**config.mk**
```make
export PLATFORM = sky130hd
export DESIGN_NAME = adc_window_det
export DESIGN_NICKNAME = d
export VERILOG_FILES = /design/src/rtl/adc_window_pkg.sv /design/src/rtl/adc_window_regs.sv /design/src/rtl/adc_window_accum.sv /design/src/rtl/adc_window_cmp.sv /design/src/rtl/adc_window_flag.sv /design/src/rtl/adc_window_det.sv
export SDC_FILE = /design/constraint.sdc
export NUM_CORES = 1
export LEC_CHECK = 0
export ABC_CLOCK_PERIOD_IN_PS = 2900
export BUFFER_PORTS_ARGS = -buffer_cell sky130_fd_sc_hd__buf_4
export CORE_ASPECT_RATIO = 0.8
export CORE_MARGIN = 2
export CORE_UTILIZATION = 59
export CTS_CLUSTER_DIAMETER = 120
export DETAILED_ROUTE_END_ITERATION = 10
export PLACE_DENSITY = 0.81
export SLEW_MARGIN = 25
export SYNTH_ARGS = -nofsm -noshare
export SYNTH_HDL_FRONTEND = slang
export SYNTH_HIERARCHICAL = 1
export SYNTH_SLANG_ARGS = --single-unit
export TNS_END_PERCENT = 20
```
**constraint.sdc**
```tcl
create_clock -name clk -period 2.9 [get_ports clk]
set_clock_uncertainty 0.1 [all_clocks]
set_input_delay 0.435 -clock clk [delete_from_list [all_inputs] [get_ports clk]]
set_output_delay 0.435 -clock clk [all_outputs]
set_load 0.005 [all_outputs]
```
**src/rtl/adc_window_pkg.sv**
```systemverilog
package adc_window_pkg;

    localparam int unsigned WIN_W      = 16;
    localparam int unsigned REG_ADDR_W = 2;
    localparam int unsigned ACC_MAX    = 16;
    localparam int unsigned ACC_CNT_W  = $clog2(ACC_MAX);

    typedef logic [WIN_W-1:0] win_word_t;

    typedef enum logic [REG_ADDR_W-1:0] {
        REG_GT_LIM  = 2'd0,
        REG_LT_LIM  = 2'd1,
        REG_ACC_SEL = 2'd2,
        REG_SPARE   = 2'd3
    } reg_addr_e;

    typedef enum logic [1:0] {
        ACC_X1  = 2'd0,
        ACC_X4  = 2'd1,
        ACC_X8  = 2'd2,
        ACC_X16 = 2'd3
    } acc_sel_e;

    typedef enum logic {
        MODE_OUTSIDE = 1'b0,
        MODE_INSIDE  = 1'b1
    } win_mode_e;

    typedef struct packed {
        win_word_t gt;
        win_word_t lt;
    } lim_pair_t;

    typedef struct packed {
        logic      done;
        win_word_t value;
    } cmp_beat_t;

    // Index of the last sample of a batch for a given size selection.
    function automatic logic [ACC_CNT_W-1:0] acc_last(acc_sel_e sel);
        case (sel)
            ACC_X1:  return ACC_CNT_W'(0);
            ACC_X4:  return ACC_CNT_W'(3);
            ACC_X8:  return ACC_CNT_W'(7);
            default: return ACC_CNT_W'(ACC_MAX - 1);
        endcase
    endfunction

    // Polarity follows the order of the limits; ties go to outside mode.
    function automatic win_mode_e mode_of(lim_pair_t lim);
        return (lim.lt > lim.gt) ? MODE_INSIDE : MODE_OUTSIDE;
    endfunction

endpackage

```
**src/rtl/adc_window_regs.sv**
```systemverilog
module adc_window_regs
    import adc_window_pkg::*;
(
    input  logic                  clk,
    input  logic                  rst,
    input  logic                  wr,
    input  logic [REG_ADDR_W-1:0] addr,
    input  win_word_t             wdata,
    output lim_pair_t             lims,
    output acc_sel_e              acc_sel,
    output logic                  acc_restart
);

    reg_addr_e sel_addr;
    assign sel_addr = reg_addr_e'(addr);

    always_ff @(posedge clk) begin
        if (rst) begin
            lims.gt <= '1;
            lims.lt <= '0;
            acc_sel <= ACC_X1;
        end else if (wr) begin
            case (sel_addr)
                REG_GT_LIM:  lims.gt <= wdata;
                REG_LT_LIM:  lims.lt <= wdata;
                REG_ACC_SEL: acc_sel <= acc_sel_e'(wdata[1:0]);
                default: ;
            endcase
        end
    end

    assign acc_restart = wr && (sel_addr == REG_ACC_SEL);

endmodule

```
**src/rtl/adc_window_accum.sv**
```systemverilog
module adc_window_accum
    import adc_window_pkg::*;
(
    input  logic      clk,
    input  logic      rst,
    input  logic      smp_valid,
    input  win_word_t smp_data,
    input  acc_sel_e  acc_sel,
    input  logic      restart,
    output cmp_beat_t beat
);

    win_word_t              sum_q;
    logic [ACC_CNT_W-1:0]   cnt_q;
    win_word_t              total;
    logic                   last;

    assign total = sum_q + smp_data;
    assign last  = (cnt_q == acc_last(acc_sel));

    always_ff @(posedge clk) begin
        if (rst) begin
            sum_q      <= '0;
            cnt_q      <= '0;
            beat.done  <= 1'b0;
            beat.value <= '0;
        end else begin
            beat.done <= 1'b0;
            if (restart) begin
                sum_q <= '0;
                cnt_q <= '0;
            end else if (smp_valid) begin
                if (last) begin
                    beat.done  <= 1'b1;
                    beat.value <= total;
                    sum_q      <= '0;
                    cnt_q      <= '0;
                end else begin
                    sum_q <= total;
                    cnt_q <= cnt_q + 1'b1;
                end
            end
        end
    end

endmodule

```
**src/rtl/adc_window_cmp.sv**
```systemverilog
module adc_window_cmp
    import adc_window_pkg::*;
(
    input  lim_pair_t lims,
    input  cmp_beat_t beat,
    output win_mode_e mode,
    output logic      match
);

    logic above_gt;
    logic below_lt;
    logic hit;

    assign mode     = mode_of(lims);
    assign above_gt = beat.value > lims.gt;
    assign below_lt = beat.value < lims.lt;

    always_comb begin
        case (mode)
            MODE_INSIDE: hit = above_gt && below_lt;
            default:     hit = above_gt || below_lt;
        endcase
    end

    assign match = beat.done && hit;

endmodule

```
**src/rtl/adc_window_flag.sv**
```systemverilog
module adc_window_flag (
    input  logic clk,
    input  logic rst,
    input  logic set,
    input  logic clr,
    output logic flag
);

    always_ff @(posedge clk) begin
        if (rst)
            flag <= 1'b0;
        else if (set)
            flag <= 1'b1;
        else if (clr)
            flag <= 1'b0;
    end

endmodule

```
**src/rtl/adc_window_det.sv**
```systemverilog
module adc_window_det
    import adc_window_pkg::*;
(
    input  logic                  clk,
    input  logic                  rst,
    input  logic                  smp_valid,
    input  logic [WIN_W-1:0]      smp_data,
    input  logic                  reg_wr,
    input  logic [REG_ADDR_W-1:0] reg_addr,
    input  logic [WIN_W-1:0]      reg_wdata,
    input  logic                  flag_clr,
    output logic                  win_flag,
    output logic                  cmp_done,
    output logic [WIN_W-1:0]      cmp_value,
    output logic                  cmp_match
);

    lim_pair_t lims;
    acc_sel_e  acc_sel;
    logic      acc_restart;
    cmp_beat_t beat;
    win_mode_e mode;
    win_word_t gt_lim;
    win_word_t lt_lim;

    adc_window_regs u_regs (
        .clk         (clk),
        .rst         (rst),
        .wr          (reg_wr),
        .addr        (reg_addr),
        .wdata       (reg_wdata),
        .lims        (lims),
        .acc_sel     (acc_sel),
        .acc_restart (acc_restart)
    );

    adc_window_accum u_accum (
        .clk       (clk),
        .rst       (rst),
        .smp_valid (smp_valid),
        .smp_data  (smp_data),
        .acc_sel   (acc_sel),
        .restart   (acc_restart),
        .beat      (beat)
    );

    adc_window_cmp u_cmp (
        .lims  (lims),
        .beat  (beat),
        .mode  (mode),
        .match (cmp_match)
    );

    adc_window_flag u_flag (
        .clk  (clk),
        .rst  (rst),
        .set  (cmp_match),
        .clr  (flag_clr),
        .flag (win_flag)
    );

    assign cmp_done  = beat.done;
    assign cmp_value = beat.value;
    assign gt_lim    = lims.gt;
    assign lt_lim    = lims.lt;

endmodule

```
Word-level counts from Yosys, hierarchy flattened
Cells that the tools add are included.

operators by class
  reduce and logical (&&, ||, !) cells = 13
  eq/ne operators = 5
  $lt $le $gt $ge = 3
  $add $sub $neg = 2
  bitwise gates (word level) = 2
  multiplexer cells = 8

operators by type and width
  cell                 number
  $gt 16x16->1         2
  $mux 17              1
  $add 16x16->16       1
  $lt 16x16->1         1
  $mux 16              1
  $pmux 4 s3           1
  $reduce_and 2->1     3
  $add 4x1->4 const B  1
  $eq 2x1->1 const B   2
  $eq 2x2->1 const B   2
  $eq 4x4->1           1
  $logic_not 2->1      2
  $mux 1               4
  $mux 4               1
  $logic_and 1x1->1    3
  $reduce_and 3->1     1
  $reduce_or 3->1      1
  $not 1->1            2
  $reduce_bool 2->1    1
  $reduce_or 2->1      1
  $logic_or 1x1->1     1

word-level totals
  logic and storage cells = 41
  output and inout port bits = 19
  input port bits = 39
  flip-flop bits (word level) = 72

Longest topological paths before layout
  word-level depth = 5
  mapped depth = 10

Hierarchy
The synthesis kept the hierarchy.

modules (own cells, without submodules)
  module            sequential area each (µm²)  area each (µm²)  cells each  times used
  adc_window_accum  740.7                       2242.2           266         1
  adc_window_regs   680.7                       1466.4           149         1
  adc_window_cmp    0.0                         1146.1           153         1
  adc_window_flag   20.0                        38.8             4           1

Worst setup path before layout
No wires, ideal clock.

  kind = input port to flip-flop
  start point = in smp_data[0]
  end point = reg u_accum.sum_q[14]
  arrival time = 2.309 ns
  path slack = 0.374 ns
  setup time = 0.117 ns
  stages = 8
  buffers on the path = 0
  path through = ha_1 > fa_1 > a21o_1 > a221o_1 > a221o_1 > nor3_1 > nor2_1 > a22o_1

on the way
  cells in the longest elaborated chain, start to end = 2

ends and longest elaborated chain
  what                  RTL line                RTL
  start, declared       adc_window_det.sv:7     input logic [WIN_W-1:0] smp_data,
  $add 16x16->16        adc_window_accum.sv:18  assign total = sum_q + smp_data;
  $mux 16               adc_window_accum.sv:33  if (last) begin
  end signal, assigned  adc_window_accum.sv:39  sum_q <= total;
  end, declared         adc_window_accum.sv:13  win_word_t sum_q;

Every way passes these cells.
A chain may end at the register's enable or synchronous reset.

Final worst setup path
  start point = reg, netlist name u_regs/lims[21]
  end point = out cmp_match

on the way
  cells in the longest elaborated chain, start to end = 4

ends and longest elaborated chain
  what                                  RTL line                                    RTL
  $gt 16x16->1 (on tied branches)       adc_window_pkg.sv:51, adc_window_cmp.sv:15
  $mux 1, or another cell as far along  adc_window_pkg.sv:51                        return (lim.lt > lim.gt) ? MODE_INSIDE : MODE_OUTSIDE;
  $mux 1 *                              adc_window_cmp.sv:19                        case (mode)
  $logic_and 1x1->1 *                   adc_window_cmp.sv:25                        assign match = beat.done && hit;
  end, declared                         adc_window_det.sv:15                        output logic cmp_match

Every way passes the cells marked *; elsewhere a longest branch is shown, timed or not.

==> reports/metrics.cfg <==
[grt]
grt_pass1_vias=4285
grt_max_degree=63
antenna_found_initial=0
track_usage_pct=27.47
grt_overflow=0
grt_pass1_wl_um=19820

[cts]
cts_root_buffer=clkbuf_8
numCtsBuffers=9
postCtsHoldBufs=0
clock_sinks=72
clk_latency_ns=0.35
cts_tree=built
clockBufferDepth=2
clk_pin_slew_ns=0.07
htreeDepth=3

[power_and_ir_drop]
powerDensity_nw_per_um2=404.2
irDropWorstVdd_uv=298.2
leakage_nw=2.557

[detailed_routing]
antenna_left=0
drt_first_pass_iters=5
finalWirelength_um=11840
dr_wl_met3_um=780
drc=0
dr_wl_met2_um=5619
dr.max_layer_used=met4
detailedRoute.firstIterationViolations=252
vias=4381
drt-met1-wl_um=5228
wl_per_cell_um=16.20
viasPerCell=5.993

[cells_and_area]
seq_area_sq_um=1455
multi_input_area_sq_um=3284
n_antenna_cell=0
layout-drive-gt1-share_pct=18.94
areaGrowthSynthToFinish_pct=15.78
nets=724
n_fill_cell=633
utilization_pct=70.97

[yosys]
synthDominantCellAreaShare_pct=29.46
synth_area_leader_cell=dfxtp_1
async_flop_share_pct=0
netlist_area_sq_um=4893
syn_avg_cell_area_sq_um=8.555
synthMostInstantiatedCell=dfxtp_1
synthXorXnorAreaFrac_pct=2.634
ys_types=65
synth_ff_type=dfxtp_1
synthTopCellsByCount=dfxtp_1, ha_1, nor2_1
synth_cells=572
synth_fp_nets=675
synth-seq-cells=72
synthMuxAreaShare_pct=7.568
synth_area_leaders=dfxtp_1, ha_1, mux2i_1
synth_enable_flop_cells=0
synth_adder_area_share_pct=16.52
synth_compound_area_share_pct=15.09
yosys.area_share.simple_pct=22.71
synth-seq-area-share_pct=29.46
yosysWarnings=6
synth_top_family_by_area=simple AND/OR/NAND/NOR gates

[sta]
worstMarginPinSlew_ns=0.6162
period_minus_slack_ns=2.844
fin_crit_sh_pct=98.08
finalHoldViolations=0
timing.fmax_mhz=351.6
slew_headroom_pct=58.48
rsz0062_at_grt=true
setup_viol=0
holdWs_ns=0.2514
drv_slew=0

[setup_path]
rr_worst_depth=8
crit_required_ns=2.37
cp-start-kind=flip-flop
slowest_delay_ns=0.32
crit_chain=inv_1 > ha_4 > a21oi_2 > o21ai_1 > a221o_1 > o31a_1 > a32oi_1 > o21ai_2 > buf_4
endpoint_kind=output pin
arrival_ns=2.31
crit_slowest_cell=dfxtp_2
path_class=flip-flop to output pin
cp_max_fo=2

[placed_design]
io_buffer_count=57
place_congestion=0.9141
hpwl_um=8811

[die]
start_util_pct=61.30
io_pins=58
die_w_um=105.8
rows=29
dieHeight_um=85.46
fp.dieArea_sq_um=9043
core_sq_um=7983

[min_path]
hold_depth=3
worstHoldPathType=primary input to flip-flop

[run_status]
status=completed

[run]
drv_cap=0

critical path: cells and delay by family (launching register included):
kind                     cells  cell delay [ns]
AO/OA/AOI/OAI                6             1.14
flip-flops                   1             0.32
buffers and inverters        2             0.26
adder cells (fa/ha/maj)      1             0.23
stage by stage:
| step | cells | total power [mW] | setup WS [ns] | setup TNS (ns) | area [sq um] |
|---|---|---|---|---|---|
| floorplan | 572 | 1.403 | 0.3741 | 0 | 4893 |
| global placement | 717 | 1.550 | 0.1445 | 0 | 5361 |
| detailed placement | 717 | 1.570 | 0.1242 | 0 | 5361 |
| CTS | 730 | 2.278 | 0.003233 | 0 | 5554 |
| global route | 731 | 2.409 | -0.1302 | -0.1302 | 5665 |
| finish | 731 | 2.290 | 0.05575 | 0 | 5665 |
state kept, by name (all words and copies together) (netlist names):
signal	cells
u_flag/flag	1
u_regs/lims	32
u_regs/acc_sel	2
u_accum/cnt_q	4
u_accum/sum_q	16
u_accum/beat	17
placed cells by master (no fill, tap or decap), types with 7 or more instances in the layout:
cell type	n
a21oi_1	44
a22o_1	8
buf_4	65
clkbuf_8	11
dfxtp_1	61
dfxtp_2	11
ha_1	54
ha_4	9
inv_1	34
mux2i_1	37
nand2_1	36
nand2b_1	40
nand3_1	20
nand4_1	13
nor2_1	54
o21ai_0	10
xnor2_1	7
area by class of cell:
| class | count | area share, % |
|---|---|---|
| well taps | 108 | 2.385 |
| clock inverters | 1 | 0.08834 |
| flip-flops and latches | 72 | 25.68 |
| inverters | 38 | 2.518 |
| multi-input cells | 435 | 57.97 |
| repair buffers | 65 | 8.613 |
| clock buffers | 12 | 2.739 |
power by group:
group	leakage, nW	switching, mW	internal, mW
Clock	0.0842	0.364	0.342
Combinational	1.89	0.262	0.233
Sequential	0.585	0.0522	1.04
Total	2.56	0.678	1.61
path summary, 6_finish.rpt:
path	from	to	slack [ns]
worst min-delay path	reg_wdata[6]	u_regs/lims[22]$_SDFFE_PP1P_	0.25
worst min register to register	u_accum/sum_q[2]$_SDFFE_PP0P_	u_accum/sum_q[2]$_SDFFE_PP0P_	0.38
worst max-delay path	u_regs/lims[21]$_SDFFE_PP1P_	cmp_match	0.06
worst max register to register	u_accum/sum_q[0]$_SDFFE_PP0P_	u_accum/sum_q[14]$_SDFFE_PP0P_	0.36
kinds of logic after synthesis:
logic type / count (synthesis)
mux: 37
flops: 72
xor+xnor: 13
buf+inv: 65
simple gates: 211
fa+ha+maj: 64
compound gates: 110
metal layers:
metal,track usage [%],up-vias
met5,0,-
met2,45.87,154
li1,-,2137
met4,9.450,0
met1,35.42,2069
met3,5.914,21
timing repair:
item,4_1_cts,5_1_grt
setup buffers,0,1
resized for setup,5,23
hold endpoints to repair,0,0
endpoints found under the setup margin,1,1
pin swaps,2,11
Power figures use the tool's default switching activity.
